## config.mk

```make
export PLATFORM = sky130hd
export DESIGN_NAME = u2f_conv_unit
export DESIGN_NICKNAME = d
export VERILOG_FILES = /design/src/rtl/u2f_pkg.sv /design/src/rtl/u2f_decode.sv /design/src/rtl/u2f_lead_one.sv /design/src/rtl/u2f_round_pack.sv /design/src/rtl/u2f_regfile.sv /design/src/rtl/u2f_conv_unit.sv
export SDC_FILE = /design/constraint.sdc
export NUM_CORES = 1
export LEC_CHECK = 0
export ABC_AREA = 1
export BUFFER_PORTS_ARGS = -buffer_cell sky130_fd_sc_hd__buf_2
export CORE_ASPECT_RATIO = 1.5
export CORE_UTILIZATION = 25
export DETAILED_ROUTE_END_ITERATION = 6
export SLEW_MARGIN = 20
export SYNTH_ARGS = -nofsm -noshare
export SYNTH_HDL_FRONTEND = slang
export SYNTH_SLANG_ARGS = --single-unit
```

## constraint.sdc

```tcl
create_clock -name clk -period 3.6 [get_ports clk]
set_input_delay 0.54 -clock clk [delete_from_list [all_inputs] [get_ports clk]]
set_output_delay 0.54 -clock clk [all_outputs]
set_load 0.05 [all_outputs]
```

## src/rtl/u2f_pkg.sv

```systemverilog
package u2f_pkg;
    parameter int unsigned DW     = 32;
    parameter int unsigned NREG   = 8;
    parameter int unsigned NFLAG  = 7;
    parameter int unsigned EXPW   = 8;
    parameter int unsigned MANW   = 23;
    parameter int unsigned BIAS   = 127;
    localparam int unsigned IDXW  = $clog2(NREG);
    localparam int unsigned POSW  = $clog2(DW);
    localparam int unsigned DST_LSB = 16;
    localparam int unsigned SRC_LSB = DST_LSB + IDXW;
    localparam int unsigned ZHI_LSB = SRC_LSB + IDXW;
    localparam logic [15:0] OPC_LO = 16'hE68B;

    typedef logic [DW-1:0]   word_t;
    typedef logic [IDXW-1:0] ridx_t;
    typedef logic [POSW-1:0] pos_t;

    typedef struct packed {
        logic  hit;
        ridx_t src;
        ridx_t dst;
    } dec_t;

    typedef struct packed {
        logic  vld;
        ridx_t dst;
        word_t opnd;
        logic  nz;
        pos_t  pos;
    } stage_t;

    function automatic logic opc_match(word_t w);
        return (w[15:0] == OPC_LO) && (w[DW-1:ZHI_LSB] == '0);
    endfunction

    function automatic ridx_t fld_src(word_t w);
        return w[SRC_LSB +: IDXW];
    endfunction

    function automatic ridx_t fld_dst(word_t w);
        return w[DST_LSB +: IDXW];
    endfunction
endpackage

```

## src/rtl/u2f_decode.sv

```systemverilog
module u2f_decode
    import u2f_pkg::*;
(
    input  word_t word,
    output dec_t  dec
);
    always_comb begin
        dec.hit = opc_match(word);
        dec.src = fld_src(word);
        dec.dst = fld_dst(word);
    end
endmodule

```

## src/rtl/u2f_lead_one.sv

```systemverilog
module u2f_lead_one #(
    parameter int unsigned W  = 32,
    localparam int unsigned PW = $clog2(W)
) (
    input  logic [W-1:0]  x,
    output logic [PW-1:0] pos,
    output logic          nz
);
    always_comb begin
        pos = '0;
        for (int i = 0; i < W; i++) begin
            if (x[i]) pos = PW'(i);
        end
        nz = |x;
    end
endmodule

```

## src/rtl/u2f_round_pack.sv

```systemverilog
module u2f_round_pack
    import u2f_pkg::*;
(
    input  word_t opnd,
    input  pos_t  pos,
    input  logic  nz,
    output word_t result
);
    localparam int unsigned GPOS = DW - 2 - MANW;

    pos_t              shamt;
    word_t             norm;
    logic [MANW-1:0]   man;
    logic              guard;
    logic              sticky;
    logic              rnd_up;
    logic [EXPW-1:0]   expo;
    word_t             packed_v;

    always_comb begin
        shamt    = POSW'(DW - 1) - pos;
        norm     = opnd << shamt;
        man      = norm[DW-2 -: MANW];
        guard    = norm[GPOS];
        sticky   = |norm[GPOS-1:0];
        rnd_up   = guard & (sticky | man[0]);
        expo     = EXPW'(BIAS) + EXPW'(pos);
        packed_v = {1'b0, expo, man};
        result   = nz ? (packed_v + DW'(rnd_up)) : '0;
    end
endmodule

```

## src/rtl/u2f_regfile.sv

```systemverilog
module u2f_regfile
    import u2f_pkg::*;
(
    input  logic             clk,
    input  logic             rst,
    input  ridx_t            rd_idx,
    output word_t            rd_data,
    input  logic             pri_en,
    input  ridx_t            pri_idx,
    input  word_t            pri_data,
    input  logic             sec_en,
    input  ridx_t            sec_idx,
    input  word_t            sec_data,
    output logic [NREG*DW-1:0] flat
);
    word_t mem [NREG];

    for (genvar i = 0; i < NREG; i++) begin : g_ent
        always_ff @(posedge clk) begin
            if (rst) begin
                mem[i] <= '0;
            end else if (pri_en && pri_idx == ridx_t'(i)) begin
                mem[i] <= pri_data;
            end else if (sec_en && sec_idx == ridx_t'(i)) begin
                mem[i] <= sec_data;
            end
        end
        assign flat[i*DW +: DW] = mem[i];
    end

    assign rd_data = mem[rd_idx];
endmodule

```

## src/rtl/u2f_conv_unit.sv

```systemverilog
module u2f_conv_unit
    import u2f_pkg::*;
(
    input  logic                  clk,
    input  logic                  rst,
    input  logic                  instr_valid,
    input  logic [31:0]           instr_word,
    input  logic                  ld_en,
    input  logic [2:0]            ld_idx,
    input  logic [31:0]           ld_data,
    input  logic                  flag_ld_en,
    input  logic [6:0]            flag_ld_data,
    output logic [255:0]          rf_flat,
    output logic [6:0]            flags,
    output logic                  hazard
);
    dec_t   dec;
    word_t  src_val;
    pos_t   lo_pos;
    logic   lo_nz;
    stage_t s1;
    word_t  wb_data;
    logic   wb_en;
    logic [NFLAG-1:0] flag_q;

    u2f_decode u_dec (
        .word (instr_word),
        .dec  (dec)
    );

    u2f_regfile u_rf (
        .clk      (clk),
        .rst      (rst),
        .rd_idx   (dec.src),
        .rd_data  (src_val),
        .pri_en   (wb_en),
        .pri_idx  (s1.dst),
        .pri_data (wb_data),
        .sec_en   (ld_en),
        .sec_idx  (ld_idx),
        .sec_data (ld_data),
        .flat     (rf_flat)
    );

    u2f_lead_one #(.W(DW)) u_lo (
        .x   (src_val),
        .pos (lo_pos),
        .nz  (lo_nz)
    );

    always_ff @(posedge clk) begin
        if (rst) begin
            s1 <= '0;
        end else begin
            s1.vld  <= instr_valid & dec.hit;
            s1.dst  <= dec.dst;
            s1.opnd <= src_val;
            s1.nz   <= lo_nz;
            s1.pos  <= lo_pos;
        end
    end

    u2f_round_pack u_rp (
        .opnd   (s1.opnd),
        .pos    (s1.pos),
        .nz     (s1.nz),
        .result (wb_data)
    );

    assign wb_en = s1.vld;

    always_ff @(posedge clk) begin
        if (rst) begin
            flag_q <= '0;
        end else if (flag_ld_en) begin
            flag_q <= flag_ld_data;
        end
    end

    assign flags  = flag_q;
    assign hazard = s1.vld & instr_valid & ((dec.src == s1.dst) | (dec.dst == s1.dst));
endmodule

```

==> results.cfg, run 1 <==
[worst_setup_path]
critical_path.slowest_cell = sky130_fd_sc_hd__dfxtp_2
regToRegSetupSlack_ns = -0.04
reg2reg_from = s1[0]
cp_max_fo = 8
end_kind = flop
reg2reg_to = u_rf.mem[0][25]
start_kind = flop
worst-r2r-cell-count = 26
worst_path_largest_cell_delay_ns = 0.33
worst_ep_arrival_time_ns = 3.96
critPathKind = flop to flop
required_ns = 3.93

[detailed_routing]
post_drt_wl_per_cell_um = 23.1
drt.antenna.violating_nets = 0
drt-vias-per-instance = 5.26
detailedRoute.firstIterationViolations = 1535
detailedRoute.firstPassIterationCount = 5
drt_wl_total_um = 74500
drcViolationCount = 0
num_vias = 17000

[worst_hold_path]
timing.hold.worst_endpoint = flags[1]
hold_class = input pin to flop
number_of_cells_on_the_worst_hold_path = 3
worst_hold_startpoint = flag_ld_data[1]

[power]
vdd.ir_drop.worst_uv = 377
pwr_density_cell_mw_per_mm2 = 464
leakage_nw = 8.56
design_power_total_w = 0.0101

[clock_network]
cts.reportedPaths.clkPinSlew_ns = 0.07
cts_inserted_buffers = 29
clock-sinks = 304
cts_tree = built
maximum_number_of_buffers_from_clock_root_to_sink = 3
clk_root_buffer_cell = sky130_fd_sc_hd__clkbuf_16
htreeDepth = 1
hold_buffers = 0
clkLatencyLatePin_ns = 0.60

[layout]
nFillCells = 6790
post_route_cells_drive_above_1_share_pct = 29.0
nets = 2418
areaGrowthSynthToFinish_pct = 32.4

[global_routing]
grt.met1_usage_pct = 25.0
grt.total_usage_pct = 21.3
grt_remaining_overflow = 0
globalRouteMet3Util_pct = 2.51
met2_usage_pct = 37.9
number_of_global_route_vias_before_repair = 16100
grt_first_pass_wirelength_um = 104000
globalRoute.busiestLayer = met2
grt_start_max_net_pins = 76
grt_antenna_before_repair = 3

[logic_synthesis]
synthesized_area_divided_by_synthesized_cell_count_um2 = 8.56
synth_seq_area_share_pct = 52.8
synth_seq_cells = 304
synth.top_cell.area_share_pct = 46.9
synthFlopType = sky130_fd_sc_hd__edfxtp_1
synth.yosys.warnings = 0
synth_nets = 1995
netlist_instances = 1913
cell_with_the_most_instances_after_synthesis = sky130_fd_sc_hd__nor2_1
synth.area.top_cells = sky130_fd_sc_hd__edfxtp_1 (47%), sky130_fd_sc_hd__o22ai_1 (10%), sky130_fd_sc_hd__o21ai_0 (7.2%)
synth_commonest_cells = sky130_fd_sc_hd__nor2_1 (278), sky130_fd_sc_hd__o22ai_1 (272), sky130_fd_sc_hd__edfxtp_1 (256)
synth_async_sr_flop_share_pct = 0
synth_edf_count = 256
post-synth-top-area-cell = sky130_fd_sc_hd__edfxtp_1
synth_cell_types = 50
syn-cell-area_mm2 = 0.0164

[sta]
grt_setup_unrepaired = yes
portion_of_the_clock_cycle_consumed_by_the_worst_path_in_the_final_layout_pct = 101
worst_slew_pin_slew_ns = 0.924
final_critical_path_setup_slack_ns = -0.0387
hold_viol_final = 0
fmaxAchievable_mhz = 275
setup-tns-final_ns = -0.247
timing.final.setup_violations = 8
max_slew_margin_pct = 38.3
drv_slew = 0
final_period_minus_worst_setup_slack_ns = 3.64
worst_clock_skew_ns = 0.0242

[placement]
port-buffer-count = 342
placement.setup.worst_slack_ns = -0.00754
routabilityCongestion = 0.935
dpl.hpwl_um = 52300

[outcome]
run_status = finished, violations left
failed_checks = negative setup slack

[floorplan]
fp.dieArea_mm2 = 0.0666
floorplan.die.width_um = 211
io_pins = 343
rows = 114
core_mm2 = 0.0646
chipHeight_um = 315
initial_core_util_pct = 25.3

[run]
max-cap-violations = 0
cell usage in the layout, fill, tap and decap left out, types with 24 or more instances in the layout:
cell type	instances
sky130_fd_sc_hd__o22ai_2	24
sky130_fd_sc_hd__edfxtp_1	256
sky130_fd_sc_hd__inv_1	180
sky130_fd_sc_hd__nor2_1	274
sky130_fd_sc_hd__a21oi_1	48
sky130_fd_sc_hd__nand3_1	31
sky130_fd_sc_hd__o22ai_1	248
sky130_fd_sc_hd__buf_4	161
sky130_fd_sc_hd__dfxtp_1	47
sky130_fd_sc_hd__buf_2	341
sky130_fd_sc_hd__o21ai_0	229
sky130_fd_sc_hd__clkbuf_16	29
sky130_fd_sc_hd__o21ai_1	40
sky130_fd_sc_hd__nand2_1	238
metal layers:
metal	wire length, um	vias to the layer above
met5	23	-
met4	3990	4
met3	5510	221
met2	37500	973
met1	27400	8138
li1	-	7656
critical path, delay by kind of cell (launching register included):
kind,cells,cell delay (ns)
AND/OR/NAND/NOR,15,1.77
buffers and inverters,4,0.48
AO/OA/AOI/OAI,7,0.77
flip-flops,1,0.33
worst max path at each step:
stage	start	to	slack, ns	depth (start not counted)
finish	s1[0]	u_rf.mem[0][25]	-0.04	26
global route	s1[0]	u_rf.mem[4][25]	-0.31	27
CTS	s1[0]	u_rf.mem[2][28]	0.007	20
detailed placement	s1[0]	u_rf.mem[7][25]	-0.008	21
global placement	s1[0]	u_rf.mem[7][22]	0.07	23
floorplan	instr_word[19]	hazard	0.08	10
kinds of logic after synthesis:
family / count (synthesis) / synth area share (%)
AOI/OAI and AO/OA: 646 / 22.8
xor gates and xnor gates: 9 / 0.481
adders and majority gates: 3 / 0.229
buffers and inverters: 331 / 8.06
DFF: 304 / 52.8
muxes: 8 / 0.489
and+or+nand+nor: 612 / 15.2
power breakdown:
group / internal [W] / leakage [nW] / switching (W)
clock: 0.00187 / 0.483 / 0.00146
combinational: 0.000717 / 5.20 / 0.00181
sequential: 0.00404 / 2.88 / 0.000171
total: 0.00663 / 8.56 / 0.00344
flip-flops by register name (all words and copies together) (netlist names):
name	count
wb_en	1
s1	40
u_rf.mem	256
flags	7
final cells by class:
type | count | area (um^2) | area share [%]
antenna | 1 | 2.50 | 0.0115
timing repair buffer | 529 | 3410 | 15.7
sequential | 304 | 8650 | 39.9
clock inverter | 19 | 243 | 1.12
tap | 870 | 1090 | 5.02
inverter | 194 | 739 | 3.41
multi-input combinational | 1278 | 6800 | 31.4
clock buffer | 35 | 758 | 3.50
repair_timing:
| item | 4_1_cts | 5_1_grt |
|---|---|---|
| resized for setup | 1 | 87 |
| buffers inserted | 0 | 21 |
| pin swaps | 0 | 34 |
| hold endpoints to repair | 0 | 0 |
| endpoints found under the setup margin | 8 | 128 |
metrics by stage:
step	cells	util (%)	cell area, um^2	hold WS [ns]
after floorplan	1913	-	16400	0.647
after global placement	3155	31.2	20200	0.481
after global routing	3230	33.6	21700	0.184
final	3230	33.6	21700	0.172
after CTS	3209	32.7	21200	0.161
after detailed placement	3155	31.2	20200	0.486
No activity file was read; power rests on OpenSTA's default activity.
==> inputs of run 2 (changes only) <==
- SETUP_SLACK_MARGIN: not set -> 0.05
==> run 2 against run 1 <==
Against the previous run:
- the flow finishes with violations (design-rule violations, negative setup slack)
- hold slack better by 0.0032 ns
- core utilization grew 0.20 points
- first-iteration DRC count up 6.4%
- sequential cell count unchanged
- clock skew decreased by 0.0048 ns
- largest cell class unchanged
==> results.cfg, run 2 (same netlist as run 1, synthesis figures left out) <==
[power]
pwr_density_cell_mw_per_mm2 = 462
p_int_w = 0.00664
vdd.ir_drop.worst_uv = 380
sequentialPowerShare_pct = 41.8
sw_frac_of_total_pct = 34.2
pwr-share-clk_pct = 33.0
combinationalPowerShare_pct = 25.3
total_switching_power_w = 0.00345
leakage_nw = 8.61

[sta]
fmaxAchievable_mhz = 272
grt_setup_unrepaired = yes
hold_viol_final = 0
worst_clock_skew_ns = 0.0194
final_period_minus_worst_setup_slack_ns = 3.68
timing.final.setup_violations = 10
portion_of_the_clock_cycle_consumed_by_the_worst_path_in_the_final_layout_pct = 102
worst_slew_pin_slew_ns = 0.926
max_slew_margin_pct = 38.1
drv_slew = 0
final_critical_path_setup_slack_ns = -0.0766

[layout]
nets = 2421
largest_register_ff_count = 256
post-route-cell-area_mm2 = 0.0218
most-common-layout-cells = sky130_fd_sc_hd__buf_2 (341), sky130_fd_sc_hd__nor2_1 (270), sky130_fd_sc_hd__edfxtp_1 (256)
final_cell_count_no_fill = 3233
layout_commonest_cell = sky130_fd_sc_hd__buf_2
nFillCells = 6772
post_route_cells_drive_above_1_share_pct = 29.9
areaGrowthSynthToFinish_pct = 33.2
top_register = u_rf.mem

[worst_setup_path]
cp_top_family = simple AND/OR/NAND/NOR gates
required_ns = 3.92
worst_path_largest_cell_delay_ns = 0.33
cp.buffers_inverters = 4
cp_max_fo = 8
end_kind = flop
start_kind = flop
critical_path.most_common_cell = sky130_fd_sc_hd__nand2_1
worst_ep_arrival_time_ns = 4.00
critPathKind = flop to flop
critical_path.slowest_cell = sky130_fd_sc_hd__dfxtp_2
regToRegSetupSlack_ns = -0.08

[worst_hold_path]
hold_class = input pin to flop

[global_routing]
grt_start_max_net_pins = 76
grt_remaining_overflow = 0
grt_first_pass_wirelength_um = 104000
number_of_global_route_vias_before_repair = 16000
grt.total_usage_pct = 21.3
grt_antenna_before_repair = 3

[floorplan]
rows = 114
initial_core_util_pct = 25.3
chipHeight_um = 315
floorplan.die.width_um = 211
core_mm2 = 0.0646
fp.dieArea_mm2 = 0.0666
io_pins = 343

[detailed_routing]
drt_wl_total_um = 74600
drcViolationCount = 2
drt-vias-per-instance = 5.24
drt.antenna.violating_nets = 0
post_drt_wl_per_cell_um = 23.1
detailedRoute.firstPassIterationCount = 7
num_vias = 16900
detailedRoute.firstIterationViolations = 1633

[clock_network]
cts.reportedPaths.clkPinSlew_ns = 0.07
cts_tree = built
clk_root_buffer_cell = sky130_fd_sc_hd__clkbuf_16
clkLatencyLatePin_ns = 0.59
htreeDepth = 1
cts_inserted_buffers = 29
maximum_number_of_buffers_from_clock_root_to_sink = 3
clock-sinks = 304

[placement]
port-buffer-count = 342
dpl-instance-area_mm2 = 0.0202
placed_cells = 3155
routabilityCongestion = 0.935
placement.setup.worst_slack_ns = -0.00754
dpl.hpwl_um = 52300

[outcome]
run_status = finished, violations left
failed_checks = design-rule violations, negative setup slack

[run]
max-cap-violations = 0
-- run 2: timing repair --
item / CTS / global route
hold buffers: 0 / 0
buffers inserted: 0 / 24
setup endpoints to repair: 23 / 135
pin swaps: 0 / 40
gates resized for setup: 6 / 113
-- run 2: worst paths after layout --
kind                                       from              end  cells after the start
worst min register to register         flags[1]         flags[1]                      2
worst max register to register            s1[0]  u_rf.mem[3][25]                     27
worst min-delay path            flag_ld_data[1]         flags[1]                      3
worst max-delay path                      s1[0]  u_rf.mem[3][25]                     27
-- run 2: power groups by stage --
stage	Combinational (W)	Clock, W	Sequential [W]
finish	0.00255	0.00333	0.00421
global route	0.00271	0.00345	0.00422
CTS	0.00243	0.00334	0.00421
detailed placement	0.00242	0	0.00428
global placement	0.00242	0	0.00428
floorplan	0.000907	0	0.00487
-- run 2: layout make-up --
class / count / area [um^2] / share of cell area (%)
inverter: 194 / 739 / 3.39
tap: 870 / 1090 / 4.99
multi-input combinational: 1278 / 6900 / 31.6
antenna: 1 / 2.50 / 0.0115
sequential: 304 / 8650 / 39.6
clock buffer: 35 / 758 / 3.48
timing repair buffer: 532 / 3440 / 15.8
clock inverter: 19 / 243 / 1.11
-- run 2: through the flow --
| stage | setup TNS, ns | total power, W | util, % | hold slack, ns |
|---|---|---|---|---|
| after global routing | -14.19 | 0.0104 | 33.8 | 0.184 |
| after floorplan | 0 | 0.00577 | - | 0.647 |
| final | -0.591 | 0.0101 | 33.8 | 0.175 |
| after detailed placement | -0.00754 | 0.00671 | 31.2 | 0.486 |
| after global placement | 0 | 0.00670 | 31.2 | 0.481 |
| after CTS | 0 | 0.00998 | 32.8 | 0.161 |
-- run 2: tightest hold or removal path: stages --
cell                     delay [ns]
sky130_fd_sc_hd__buf_2         0.07
sky130_fd_sc_hd__nor2_1        0.04
sky130_fd_sc_hd__nor2_1        0.08
-- run 2: routing by layer --
metal / wire length [um] / global-route usage, % / up-vias / share of wire [%]
met4: 4030 / 10.8 / 4 / 5.4
met3: 5610 / 2.51 / 227 / 7.5
met2: 37600 / 38.1 / 916 / 50
li1: - / - / 7674 / -
met1: 27300 / 25.0 / 8127 / 37
met5: 23 / 0 / - / 0.031
